`config.mk`:
```
export PLATFORM = sky130hd
export DESIGN_NAME = pss_frame_gap_timer
export DESIGN_NICKNAME = d
export VERILOG_FILES = /design/src/rtl/pss_gap_pkg.sv /design/src/rtl/gap_tick_gen.sv /design/src/rtl/gap_delay_ctr.sv /design/src/rtl/pss_frame_gap_timer.sv
export SDC_FILE = /design/constraint.sdc
export NUM_CORES = 1
export LEC_CHECK = 0
export BUFFER_PORTS_ARGS = -buffer_cell sky130_fd_sc_hd__buf_2
export CELL_PAD_IN_SITES_DETAIL_PLACEMENT = 0
export CELL_PAD_IN_SITES_GLOBAL_PLACEMENT = 1
export CORE_UTILIZATION = 40
export DETAILED_ROUTE_END_ITERATION = 10
export PLACE_DENSITY = 0.81
export SLEW_MARGIN = 10
export SYNTH_ARGS = -nofsm -noshare
export SYNTH_HDL_FRONTEND = slang
export SYNTH_SLANG_ARGS = --single-unit
```
`constraint.sdc`:
```
create_clock -name clk -period 2.2 [get_ports clk]
set_input_delay 0.44 -clock clk [delete_from_list [all_inputs] [get_ports clk]]
set_output_delay 0.44 -clock clk [all_outputs]
set_load 0.03 [all_outputs]
```
`src/rtl/pss_gap_pkg.sv`:
```
package pss_gap_pkg;
  localparam int unsigned PRESCALE_W = 32;
  localparam int unsigned GAP_W      = 17;

  typedef enum logic {
    GAP_IDLE = 1'b0,
    GAP_WAIT = 1'b1
  } gap_state_e;
endpackage

```
`src/rtl/gap_tick_gen.sv`:
```
module gap_tick_gen #(
  parameter int unsigned W = 32
) (
  input  logic         clk,
  input  logic         rst_n,
  input  logic [W-1:0] prescale_i,
  output logic         tick_o
);
  localparam logic [W-1:0] ONE = {{(W-1){1'b0}}, 1'b1};

  logic [W-1:0] cnt_q, cnt_d;
  logic [W-1:0] limit;
  logic         hit;
  logic         tick_q, tick_d;

  // divisor of zero behaves as one
  always_comb begin
    limit  = (prescale_i == '0) ? '0 : (prescale_i - ONE);
    hit    = (cnt_q >= limit);
    cnt_d  = hit ? '0 : (cnt_q + ONE);
    tick_d = hit;
  end

  always_ff @(posedge clk or negedge rst_n) begin
    if (!rst_n) begin
      cnt_q  <= '0;
      tick_q <= 1'b0;
    end else begin
      cnt_q  <= cnt_d;
      tick_q <= tick_d;
    end
  end

  assign tick_o = tick_q;
endmodule

```
`src/rtl/gap_delay_ctr.sv`:
```
module gap_delay_ctr
  import pss_gap_pkg::*;
#(
  parameter int unsigned W = 17
) (
  input  logic         clk,
  input  logic         rst_n,
  input  logic         tick_i,
  input  logic         frame_end_i,
  input  logic [W-1:0] setting_i,
  output logic         done_o
);
  localparam logic [W-1:0] ONE = {{(W-1){1'b0}}, 1'b1};

  gap_state_e   state_q, state_d;
  logic [W-1:0] rem_q, rem_d;
  logic         rem_en;
  logic         done_q, done_d;
  logic         rem_zero;

  assign rem_zero = (rem_q == '0);

  always_comb begin
    state_d = state_q;
    rem_d   = rem_q;
    rem_en  = 1'b0;
    done_d  = 1'b0;
    if (frame_end_i) begin
      // strobe has priority: (re)start the wait with a fresh setting
      state_d = GAP_WAIT;
      rem_d   = setting_i;
      rem_en  = 1'b1;
    end else if (state_q == GAP_WAIT) begin
      if (rem_zero) begin
        done_d  = 1'b1;
        state_d = GAP_IDLE;
      end else if (tick_i) begin
        rem_d  = rem_q - ONE;
        rem_en = 1'b1;
      end
    end
  end

  always_ff @(posedge clk or negedge rst_n) begin
    if (!rst_n) begin
      state_q <= GAP_IDLE;
      done_q  <= 1'b0;
    end else begin
      state_q <= state_d;
      done_q  <= done_d;
    end
  end

  always_ff @(posedge clk or negedge rst_n) begin
    if (!rst_n) begin
      rem_q <= '0;
    end else if (rem_en) begin
      rem_q <= rem_d;
    end
  end

  assign done_o = done_q;
endmodule

```
`src/rtl/pss_frame_gap_timer.sv`:
```
module pss_frame_gap_timer
  import pss_gap_pkg::*;
#(
  parameter int unsigned PRESCALE_BITS = PRESCALE_W,
  parameter int unsigned GAP_BITS      = GAP_W
) (
  input  logic                     clk,
  input  logic                     rst_n,
  input  logic [PRESCALE_BITS-1:0] prescale_i,
  input  logic [GAP_BITS-1:0]      gap_setting_i,
  input  logic                     frame_end_i,
  output logic                     tick_o,
  output logic                     gap_done_o
);
  logic tick;

  gap_tick_gen #(.W(PRESCALE_BITS)) u_tick (
    .clk        (clk),
    .rst_n      (rst_n),
    .prescale_i (prescale_i),
    .tick_o     (tick)
  );

  gap_delay_ctr #(.W(GAP_BITS)) u_delay (
    .clk         (clk),
    .rst_n       (rst_n),
    .tick_i      (tick),
    .frame_end_i (frame_end_i),
    .setting_i   (gap_setting_i),
    .done_o      (gap_done_o)
  );

  assign tick_o = tick;
endmodule

```
==> summary.md, run 1 <==
| Metric | Value |
|---|---|
| Logic gate share of total power | `40.1%` |
| CTS Buffer Depth | `2` |
| Pint | `2019 uW` |
| Clk_skew | `0.007732 ns` |
| Slew Limit Fails | `0` |
| Placed Instances | `736` |
| Unrepaired setup endpoints after global routing | `yes` |
| Final count of hold timing violations | `0` |
| Slew of the pin with the lowest slew margin | `0.5522 ns` |
| Die area | `10720 sq um` |
| Most frequent cells in the layout | `75 x buf_4, 61 x nand2_1, 52 x dfrtp_1, 51 x buf_2, 34 x xor2_1` |
| Hold WC Path Type | `input pin to async pin` |
| Via count | `4020` |
| DP HPWL | `8015 microns` |
| Clock Pin Slew Worst Setup and Hold Paths | `0.10 ns` |
| Sw Ratio | `35.56%` |
| CP Capture Type | `register` |
| Final cycle utilization of the critical path | `161.3%` |
| Routed wire per std cell | `14.04 microns` |
| Failing checks | `negative setup slack` |
| CTS hold repair buffers | `0` |
| Ports | `54` |
| DR iter-0 viols | `198` |
| Layout cell share with drive strength beyond 1 | `36.30%` |
| Worst EP required | `2.39 ns` |
| Die width | `103.6 microns` |
| H-tree level count | `2` |
| Setup TNS | `-43.60 ns` |
| Crit-path max FO | `14` |
| Nets | `704` |
| Initial antenna violation count | `0` |
| Vias in the first global route | `3930` |
| Clock Sinks | `52` |
| Ys flop type | `dfrtp_1` |
| GPL Wtd Cong | `0.8308` |
| Ys async rst share | `100.0%` |
| DRC | `0` |
| Seq/Total Area, Yosys | `31.54%` |
| DRT Pass-1 Iters | `4` |
| Gr usage total | `19.94%` |
| FF+latch count, synth | `52` |
| Fillers | `865` |
| Initial Utilization | `41.82%` |
| Crit path launch type | `input pin` |
| Minimum clock period | `3.549 ns` |
| First-pass GRT wire length | `17730 microns` |
| Max Fclk | `0.2818 GHz` |
| EDFF count, synth | `0` |
| YS warnings | `0` |
| PwrDens | `541.7 nW/um^2` |
| CORE AREA | `9864 sq um` |
| Cells after synthesis | `486` |
| Cell area after synthesis | `4125 sq um` |
| Largest net degree at the start of global routing | `35` |
| Max-cap violations | `0` |
| Clock share of power | `18.6%` |
| Switch Pwr | `1114 uW` |
| Peak supply drop | `0.2789 mV` |
| Final worst setup slack | `-1.349 ns` |
| Area Growth Syn to Fin | `40.22%` |
| Worst setup path class | `input pin to register` |
| Clock Tree Root | `clkbuf_8` |
| Post-route insts no fill | `750` |
| Height of the chip | `103.6 microns` |
| Gr ovfl total | `0` |
| Remaining antenna violation count after routing | `0` |
| Final setup viols | `33` |
| Slew headroom | `63.19%` |
| Total Wirelength | `10530 microns` |
| Mean Syn Cell Area | `8.488 sq um` |
| Clk Latency, worst-skew pair | `0.31 ns` |
| Syn nets | `574` |
| ANT cells | `0` |
| CTS tree | `done` |
| Unique masters post-synth | `45` |
| Placement Rows | `36` |
| Vias per cell | `5.360` |
| Seq pwr share | `41.3%` |
| Commonest non-fill, non-tap cell in the layout | `buf_4` |
| Port Buffers | `53` |
| Total CTS buffers | `5` |
| Status | `complete, but fails checks` |
| Pleak | `0.002585 uW` |
| Critical Path AT | `3.74 ns` |
## cells by family (layout without fill, tap and decap cells)
kind of cell	count (synthesis)	in the layout	synth area share [%]
buffers and inverters	29	160	3.397
multiplexers	4	4	1.092
AND/OR/NAND/NOR	238	238	30.12
flip-flops	52	52	31.54
adder cells (fa/ha/maj)	36	36	10.92
XOR/XNOR	66	66	14.01
AO/OA/AOI/OAI	61	61	8.917
## Yosys cell counts, types with 4 or more instances
master	n	area, sq um
or3_1	11	68.82
xnor2_1	32	280.3
nor2_1	22	82.58
or4_1	7	52.55
dfrtp_1	52	1301
nand3_1	19	95.09
mux2_2	4	45.04
inv_1	10	37.54
a21o_1	6	45.04
o21ai_0	26	130.1
buf_6	4	45.04
xor2_1	34	297.8
nand4_1	12	75.07
nor4_1	20	125.1
ha_1	36	450.4
a21oi_1	14	70.07
nand2_1	64	240.2
nor3_1	53	265.3
and4_1	7	61.31
clkbuf_1	13	48.80
## registers in the layout (all words and copies together) (netlist names)
name and flops:
u_delay.rem_q 17, u_delay.done_o 1, u_tick.cnt_q 32, u_tick.tick_o 1
u_delay.state_q 1
## power by group through the flow
stage,combinational [uW],clock (uW),sequential [uW]
finish,1260,582,1290
floorplan,629,0,1280
detailed placement,1080,0,1300
CTS,1200,588,1290
global placement,1020,0,1290
global route,1400,625,1320
## metrics by stage
stage	worst slack (ns)	total power (uW)	area (sq um)	util (%)	hold slack (ns)
after floorplan	-1.726	1909	4194	-	0.1444
after global placement	-1.746	2309	5157	52.28	0.4545
after detailed placement	-1.788	2374	5157	52.28	0.4648
after CTS	-1.434	3071	5558	56.34	0.1213
after global routing	-1.450	3346	5784	58.64	0.1448
final	-1.349	3133	5784	58.64	0.1055
## timing repair
item	CTS	global route
setup endpoints to repair	33	33
pin swaps	20	9
endpoints found under the hold margin	0	0
gates resized for setup	50	40
gates cloned	1	0
buffers inserted	4	1
## layer usage
| metal | wire length (microns) | vias up | track usage (%) |
|---|---|---|---|
| met5 | 0 | - | 0 |
| met3 | 377 | 18 | 2.014 |
| met4 | 212 | 0 | 6.729 |
| met1 | 4788 | 1865 | 25.64 |
| met2 | 5153 | 113 | 34.85 |
| li1 | - | 2024 | - |
## final timing paths
kind | from | to | slack (ns) | depth (start not counted)
max | prescale_i[8] | u_tick.cnt_q[18] | -1.35 | 14
min | rst_n | u_delay.rem_q[2] | 0.11 | 1
max reg2reg | u_tick.cnt_q[0] | u_tick.cnt_q[18] | -0.04 | 9
min reg2reg | u_delay.rem_q[16] | u_delay.rem_q[16] | 0.57 | 2
max in group asynchronous | rst_n | u_tick.tick_o | 1.48 | 2
min in group clk | gap_setting_i[14] | u_delay.rem_q[14] | 0.33 | 3
## worst max-delay path, cell delays in order
cell and delay [ns]:
buf_6 0.09, or4_4 0.53, or4_4 0.55, or3_4 0.38
buf_12 0.17, nand2_1 0.12, ha_4 0.15, nand4_1 0.09
or3_1 0.39, o32ai_2 0.27, o41a_1 0.22, buf_6 0.16
buf_12 0.14, nor3_4 0.05
## layout make-up
cell class	count	area [sq um]	share of cell area, %
Inverter	10	37.54	0.6489
Multi-Input combinational cell	405	3126	54.03
Sequential cell	52	1301	22.50
Clock buffer	7	86.33	1.493
Clock inverter	1	7.507	0.1298
Tap cell	133	166.4	2.877
Timing Repair Buffer	142	1060	18.32
Note: power is estimated with default switching activity, not from simulation.
==> run 2: changes to the inputs <==
--- a/config.mk
+++ b/config.mk
@@ -6,9 +6,7 @@
 export NUM_CORES = 1
 export LEC_CHECK = 0
 export BUFFER_PORTS_ARGS = -buffer_cell sky130_fd_sc_hd__buf_2
-export CELL_PAD_IN_SITES_DETAIL_PLACEMENT = 0
-export CELL_PAD_IN_SITES_GLOBAL_PLACEMENT = 1
-export CORE_UTILIZATION = 40
+export CORE_UTILIZATION = 53
 export DETAILED_ROUTE_END_ITERATION = 10
 export PLACE_DENSITY = 0.81
 export SLEW_MARGIN = 10
==> summary.md, run 2 (synthesis results as in run 1) <==
| Metric | Value |
|---|---|
| Status | `complete, but fails checks (unchanged)` |
| Failing checks | `negative setup slack (unchanged)` |
| Hold WC Path Type | `input pin to async pin (unchanged)` |
| CORE AREA | `7370 sq um (was 9864 sq um)` |
| GPL Wtd Cong | `0.8296 (was 0.8308)` |
| Max Fclk | `0.2778 GHz (was 0.2818 GHz)` |
| Vias per cell | `5.768 (was 5.360)` |
| Gr ovfl total | `0 (unchanged)` |
| Slew headroom | `64.91% (was 63.19%)` |
| Vias in the first global route | `3849 (was 3930)` |
| CP Capture Type | `register (unchanged)` |
| Die width | `90.23 microns (was 103.6 microns)` |
| Unrepaired setup endpoints after global routing | `yes (unchanged)` |
| CTS Buffer Depth | `2 (unchanged)` |
| Minimum clock period | `3.600 ns (was 3.549 ns)` |
| Die area | `8141 sq um (was 10720 sq um)` |
| Slew Limit Fails | `0 (unchanged)` |
| Top flop regs | `u_tick.cnt_q x32, u_delay.rem_q x17 (unchanged)` |
| Initial antenna violation count | `0 (unchanged)` |
| Max-cap violations | `0 (unchanged)` |
| CTS hold repair buffers | `0 (unchanged)` |
| Fillers | `548 (was 865)` |
| Most frequent cells in the layout | `66 x buf_4, 64 x nand2_1, 52 x dfrtp_1, 51 x buf_2, 42 x nor3_1 (was 75 x buf_4, 61 x nand2_1, 52 x dfrtp_1, 51 x buf_2, 34 x xor2_1)` |
| DRC | `0 (unchanged)` |
| H-tree level count | `2 (unchanged)` |
| Area Growth Syn to Fin | `27.69% (was 40.22%)` |
| Final setup viols | `33 (unchanged)` |
| FF-to-FF setup slack | `0 ns (was -0.04 ns)` |
| Max FFs per register | `32 (unchanged)` |
| PwrDens | `545.8 nW/um^2 (was 541.7 nW/um^2)` |
| Slew of the pin with the lowest slew margin | `0.5216 ns (was 0.5522 ns)` |
| CTS tree | `done (unchanged)` |
| Largest net degree at the start of global routing | `53 (was 35)` |
| Clock Pin Slew Worst Setup and Hold Paths | `0.09 ns (was 0.10 ns)` |
| Via count | `4032 (was 4020)` |
| Worst setup path class | `input pin to register (unchanged)` |
| FF-to-FF path depth | `8 (was 9)` |
| DP HPWL | `7765 microns (was 8015 microns)` |
| Final count of hold timing violations | `0 (unchanged)` |
| Ports | `54 (unchanged)` |
| Hold slack | `0.1190 ns (was 0.1055 ns)` |
| Reg-to-reg startpoint | `u_tick.cnt_q[0] (unchanged)` |
| Clk_skew | `0.009754 ns (was 0.007732 ns)` |
| Gr usage total | `25.39% (was 19.94%)` |
| Critical Path AT | `3.81 ns (was 3.74 ns)` |
| Clock Tree Root | `clkbuf_8 (unchanged)` |
| Final Total Pwr | `2875 uW (was 3133 uW)` |
| Commonest non-fill, non-tap cell in the layout | `buf_4 (unchanged)` |
| Initial Utilization | `55.98% (was 41.82%)` |
| DR iter-0 viols | `238 (was 198)` |
| Crit-path max FO | `8 (was 14)` |
| Routed wire per std cell | `14.71 microns (was 14.04 microns)` |
| Worst EP required | `2.41 ns (was 2.39 ns)` |
| Clk Latency, worst-skew pair | `0.29 ns (was 0.31 ns)` |
| Nets | `687 (was 704)` |
| # Post-CTS Setup Buffers | `0 (was 4)` |
| Final core utilization | `71.48% (was 58.64%)` |
| Total CTS buffers | `5 (unchanged)` |
| First-pass GRT wire length | `17040 microns (was 17730 microns)` |
| DRT Pass-1 Iters | `5 (was 4)` |
| Pleak | `0.002406 uW (was 0.002585 uW)` |
| Remaining antenna violation count after routing | `0 (unchanged)` |
| Clock Sinks | `52 (unchanged)` |
| ANT cells | `0 (unchanged)` |
| Final worst setup slack | `-1.400 ns (was -1.349 ns)` |
| Crit path launch type | `input pin (unchanged)` |
| Height of the chip | `90.23 microns (was 103.6 microns)` |
| R2R Path End | `u_tick.cnt_q[28] (was u_tick.cnt_q[18])` |
| Port Buffers | `53 (unchanged)` |
| Layout cell share with drive strength beyond 1 | `27.83% (was 36.30%)` |
| Total Wirelength | `10280 microns (was 10530 microns)` |
| Top reg by flops | `u_tick.cnt_q (unchanged)` |
| Final cycle utilization of the critical path | `163.7% (was 161.3%)` |
| Placement Rows | `31 (was 36)` |
| Peak supply drop | `0.4312 mV (was 0.2789 mV)` |
| Setup TNS | `-44.77 ns (was -43.60 ns)` |
-- run 2: cell types whose count changed in the layout (fill, tap and decap cells not counted), sizes merged --
cell and change:
clkinvlp -1, clkbuf +1, buf -17
-- run 2: power breakdown --
part / switching (uW) / leakage [uW] / total, uW / internal, uW
Combinational: 501 / 0.00169 / 1020 / 521
Sequential: 194 / 0.000672 / 1300 / 1110
Clock: 292 / 0.0000455 / 549 / 257
Total: 987 / 0.00241 / 2870 / 1890
-- run 2: per-layer routing --
metal	GRT usage [%]	vias up	wire, microns
met5	0	-	0
met4	7.392	0	231
met3	3.130	28	270
met2	45.23	85	5310
met1	32.10	1930	4465
li1	-	1989	-
-- run 2: stage by stage --
step | cells | instance area [sq um] | setup WS (ns)
final | 699 | 5268 | -1.400
after global placement | 691 | 5032 | -1.640
after detailed placement | 691 | 5032 | -1.765
after global routing | 699 | 5268 | -1.524
after CTS | 699 | 5160 | -1.376
after floorplan | 486 | 4194 | -1.726
-- run 2: worst max-delay path by stage --
| stage | slack (ns) | end | startpoint | cells past startpoint |
|---|---|---|---|---|
| 2_1_floorplan | -1.73 | u_tick.cnt_q[12] | prescale_i[8] | 14 |
| 3_3_place_gp | -1.64 | u_tick.cnt_q[3] | prescale_i[8] | 14 |
| 3_5_place_dp | -1.76 | u_tick.cnt_q[14] | prescale_i[8] | 14 |
| 4_1_cts | -1.38 | u_tick.cnt_q[1] | prescale_i[8] | 12 |
| 5_1_grt | -1.52 | u_tick.cnt_q[28] | prescale_i[8] | 14 |
| 6_report | -1.40 | u_tick.cnt_q[28] | prescale_i[8] | 12 |
-- run 2: worst max-delay path, stage by stage --
cell and delay (ns):
buf_6 0.09, or4_4 0.53, or4_4 0.54, or3_4 0.42, and2_4 0.16, ha_4 0.20, nand2b_4 0.14, a2111oi_4 0.36
o32ai_2 0.14, o41a_1 0.39, buf_4 0.20, nor3_1 0.19
-- run 2: area by class of cell --
type | count | area (sq um) | share of cell area [%]
Sequential cell | 52 | 1301 | 24.70
Timing Repair Buffer | 125 | 858.3 | 16.29
Clock buffer | 8 | 90.09 | 1.710
Inverter | 10 | 37.54 | 0.7126
Tap cell | 99 | 123.9 | 2.352
Multi-Input combinational cell | 405 | 2856 | 54.23
-- run 2: repair_timing --
action | 4_1_cts | 5_1_grt
endpoints found under the setup margin | 33 | 33
gates resized for setup | 9 | 19
pin swaps | 1 | 1
==> run 3: changes to the inputs <==
--- a/config.mk
+++ b/config.mk
@@ -6,7 +6,7 @@
 export NUM_CORES = 1
 export LEC_CHECK = 0
 export BUFFER_PORTS_ARGS = -buffer_cell sky130_fd_sc_hd__buf_2
-export CORE_UTILIZATION = 53
+export CORE_UTILIZATION = 55
 export DETAILED_ROUTE_END_ITERATION = 10
 export PLACE_DENSITY = 0.81
 export SLEW_MARGIN = 10
==> constraint.sdc (replaced) <==
create_clock -name clk -period 4 [get_ports clk]
set_input_delay 0.8 -clock clk [delete_from_list [all_inputs] [get_ports clk]]
set_output_delay 0.8 -clock clk [all_outputs]
set_load 0.03 [all_outputs]
==> summary.md, run 3 (synthesis results as in run 1) <==
| Metric | Value |
|---|---|
| Status | `complete, but fails checks (unchanged)` |
| Failing checks | `negative setup slack (unchanged)` |
| Vias in the first global route | `3665 (was 3849)` |
| Placement Rows | `31 (unchanged)` |
| CP Capture Type | `register (unchanged)` |
| Max FFs per register | `32 (unchanged)` |
| Switch Pwr | `578.1 uW (was 986.9 uW)` |
| Clk Latency, worst-skew pair | `0.30 ns (was 0.29 ns)` |
| Final worst setup slack | `-0.02110 ns (was -1.400 ns)` |
| Pint | `1137 uW (was 1888 uW)` |
| Final cycle utilization of the critical path | `100.5%` |
| DRC | `0 (unchanged)` |
| Clock share of power | `24.7% (was 19.1%)` |
| Area Growth Syn to Fin | `26.51% (was 27.69%)` |
| Minimum clock period | `4.021 ns` |
| Clock Sinks | `52 (unchanged)` |
| Critical Path AT | `4.25 ns (was 3.81 ns)` |
| Vias per cell | `5.846 (was 5.768)` |
| Height of the chip | `88.61 microns (was 90.23 microns)` |
| Gr ovfl total | `0 (unchanged)` |
| Final core utilization | `71.95% (was 71.48%)` |
| Slew Limit Fails | `0 (unchanged)` |
| Total CTS buffers | `5 (unchanged)` |
| Most frequent cells in the layout | `64 x nand2_1, 52 x dfrtp_1, 51 x buf_2, 34 x xor2_1, 34 x ha_1 (was 66 x buf_4, 64 x nand2_1, 52 x dfrtp_1, 51 x buf_2, 42 x nor3_1)` |
| Max-cap violations | `0 (unchanged)` |
| Routed wire per std cell | `14.74 microns (was 14.71 microns)` |
| DP HPWL | `7196 microns (was 7765 microns)` |
| Clock Tree Root | `clkbuf_8 (unchanged)` |
| DRT Pass-1 Iters | `6 (was 5)` |
| FF-to-FF path depth | `5 (was 8)` |
| Top reg by flops | `u_tick.cnt_q (unchanged)` |
| Crit-path max FO | `24 (was 8)` |
| Logic gate share of total power | `32.3% (was 35.5%)` |
| Worst setup path class | `input pin to register (unchanged)` |
| Slew headroom | `51.36% (was 64.91%)` |
| Placed Instances | `659 (was 691)` |
| Multi-input logic area | `2955 sq um (was 2856 sq um)` |
| GPL Wtd Cong | `0.8976 (was 0.8296)` |
| Clock Pin Slew Worst Setup and Hold Paths | `0.10 ns (was 0.09 ns)` |
| Gr usage total | `25.45% (was 25.39%)` |
| Crit path launch type | `input pin (unchanged)` |
| Post-route insts no fill | `669 (was 699)` |
| Remaining antenna violation count after routing | `0 (unchanged)` |
| R2R Path End | `u_delay.rem_q[1] (was u_tick.cnt_q[28])` |
| Commonest non-fill, non-tap cell in the layout | `nand2_1 (was buf_4)` |
| Clk_skew | `0.003542 ns (was 0.009754 ns)` |
| FF-to-FF setup slack | `1.57 ns (was 0 ns)` |
| Worst EP required | `4.23 ns (was 2.41 ns)` |
| CTS tree | `done (unchanged)` |
| Sequential cell area | `1301 sq um (unchanged)` |
| Seq pwr share | `43.0% (was 45.4%)` |
| Die area | `7851 sq um (was 8141 sq um)` |
| PwrDens | `328.6 nW/um^2 (was 545.8 nW/um^2)` |
| Peak supply drop | `0.1448 mV (was 0.4312 mV)` |
| Ports | `54 (unchanged)` |
| H-tree level count | `2 (unchanged)` |
| Top flop regs | `u_tick.cnt_q x32, u_delay.rem_q x17 (unchanged)` |
| Hold WC Path Type | `input pin to async pin (unchanged)` |
| First-pass GRT wire length | `16090 microns (was 17040 microns)` |
| Initial antenna violation count | `0 (unchanged)` |
| DR iter-0 viols | `307 (was 238)` |
| Nets | `658 (was 687)` |
| Pleak | `0.002300 uW (was 0.002406 uW)` |
| Initial Utilization | `56.87% (was 55.98%)` |
| Via count | `3911 (was 4032)` |
| Layout cell share with drive strength beyond 1 | `27.37% (was 27.83%)` |
| Die width | `88.61 microns (was 90.23 microns)` |
| Reg-to-reg startpoint | `u_delay.rem_q[11] (was u_tick.cnt_q[0])` |
| Slew of the pin with the lowest slew margin | `0.7229 ns (was 0.5216 ns)` |
| CTS hold repair buffers | `0 (unchanged)` |
| Max Fclk | `0.2487 GHz` |
| Total Wirelength | `9863 microns (was 10280 microns)` |
| Fillers | `559 (was 548)` |
| Largest net degree at the start of global routing | `41 (was 53)` |
| Port Buffers | `53 (unchanged)` |
| Final Total Pwr | `1715 uW (was 2875 uW)` |
| Unrepaired setup endpoints after global routing | `yes (unchanged)` |
| Final setup viols | `4 (was 33)` |
| Final count of hold timing violations | `0 (unchanged)` |
| CORE AREA | `7253 sq um (was 7370 sq um)` |
| CTS Buffer Depth | `2 (unchanged)` |
| ANT cells | `0 (unchanged)` |
| Sw Ratio | `33.71% (was 34.33%)` |
## run 3: cell types whose count changed in the layout (fill, tap and decap cells not counted), sizes merged
cell | before | now
clkbuf | 8 | 5
bufinv | 0 | 2
buf | 125 | 96
## run 3: how the worst max path moves through the flow
stage | to | startpoint | slack (ns) | depth (start not counted)
CTS | u_tick.cnt_q[5] | prescale_i[8] | 0.01 | 14
floorplan | u_tick.cnt_q[12] | prescale_i[8] | -0.29 | 14
detailed placement | u_tick.cnt_q[1] | prescale_i[8] | -0.39 | 14
finish | u_tick.cnt_q[1] | prescale_i[11] | -0.02 | 13
global route | u_tick.cnt_q[1] | prescale_i[11] | -0.11 | 13
global placement | u_tick.cnt_q[0] | prescale_i[8] | -0.31 | 14
## run 3: per-stage QoR
stage	hold slack (ns)	worst slack [ns]	TNS, ns	instance area, sq um
after floorplan	0.4812	-0.2856	-8.772	4189
after detailed placement	0.5459	-0.3856	-11.63	4787
after CTS	0.3645	0.01311	0	4927
after global routing	0.3629	-0.1118	-1.608	5219
after global placement	0.5401	-0.3092	-9.359	4787
final	0.3630	-0.02110	-0.04321	5219
## run 3: final cells by class
class / count / share of cell area [%]
Inverter: 10 / 0.7193
Clock buffer: 5 / 1.319
Multi-Input combinational cell: 405 / 56.63
Timing Repair Buffer: 96 / 12.87
Sequential cell: 52 / 24.93
Tap cell: 99 / 2.374
Clock inverter: 2 / 1.151
## run 3: layer usage
layer / track usage (%) / vias to the layer above / share of wire, %
met2: 45.24 / 135 / 50
met3: 3.731 / 14 / 4.2
met4: 6.891 / 0 / 1.2
met5: 0 / - / 0
li1: - / 1925 / -
met1: 32.19 / 1837 / 45
## run 3: timing repair
action | 4_1_cts | 5_1_grt
gates resized for setup | 2 | 55
pin swaps | 0 | 21
setup buffers | 0 | 1
cloned | 0 | 2
endpoints found under the setup margin | 29 | 33
## run 3: power by group through the flow
stage	logic (uW)	registers [uW]	clock network, uW
2_1_floorplan	340	704	0
3_3_place_gp	457	734	0
3_5_place_dp	492	736	0
4_1_cts	495	729	431
5_1_grt	616	750	454
6_report	554	737	424
## run 3: critical path, stage by stage
cell and delay [ns]:
buf_6 0.09, or4_4 0.53, or4_4 0.57, or3_4 0.38, buf_12 0.17, nand2_1 0.06
ha_1 0.24, a21o_1 0.20, a21oi_2 0.16, o32ai_2 0.11, o41a_4 0.59, buf_6 0.18
nor3b_2 0.18
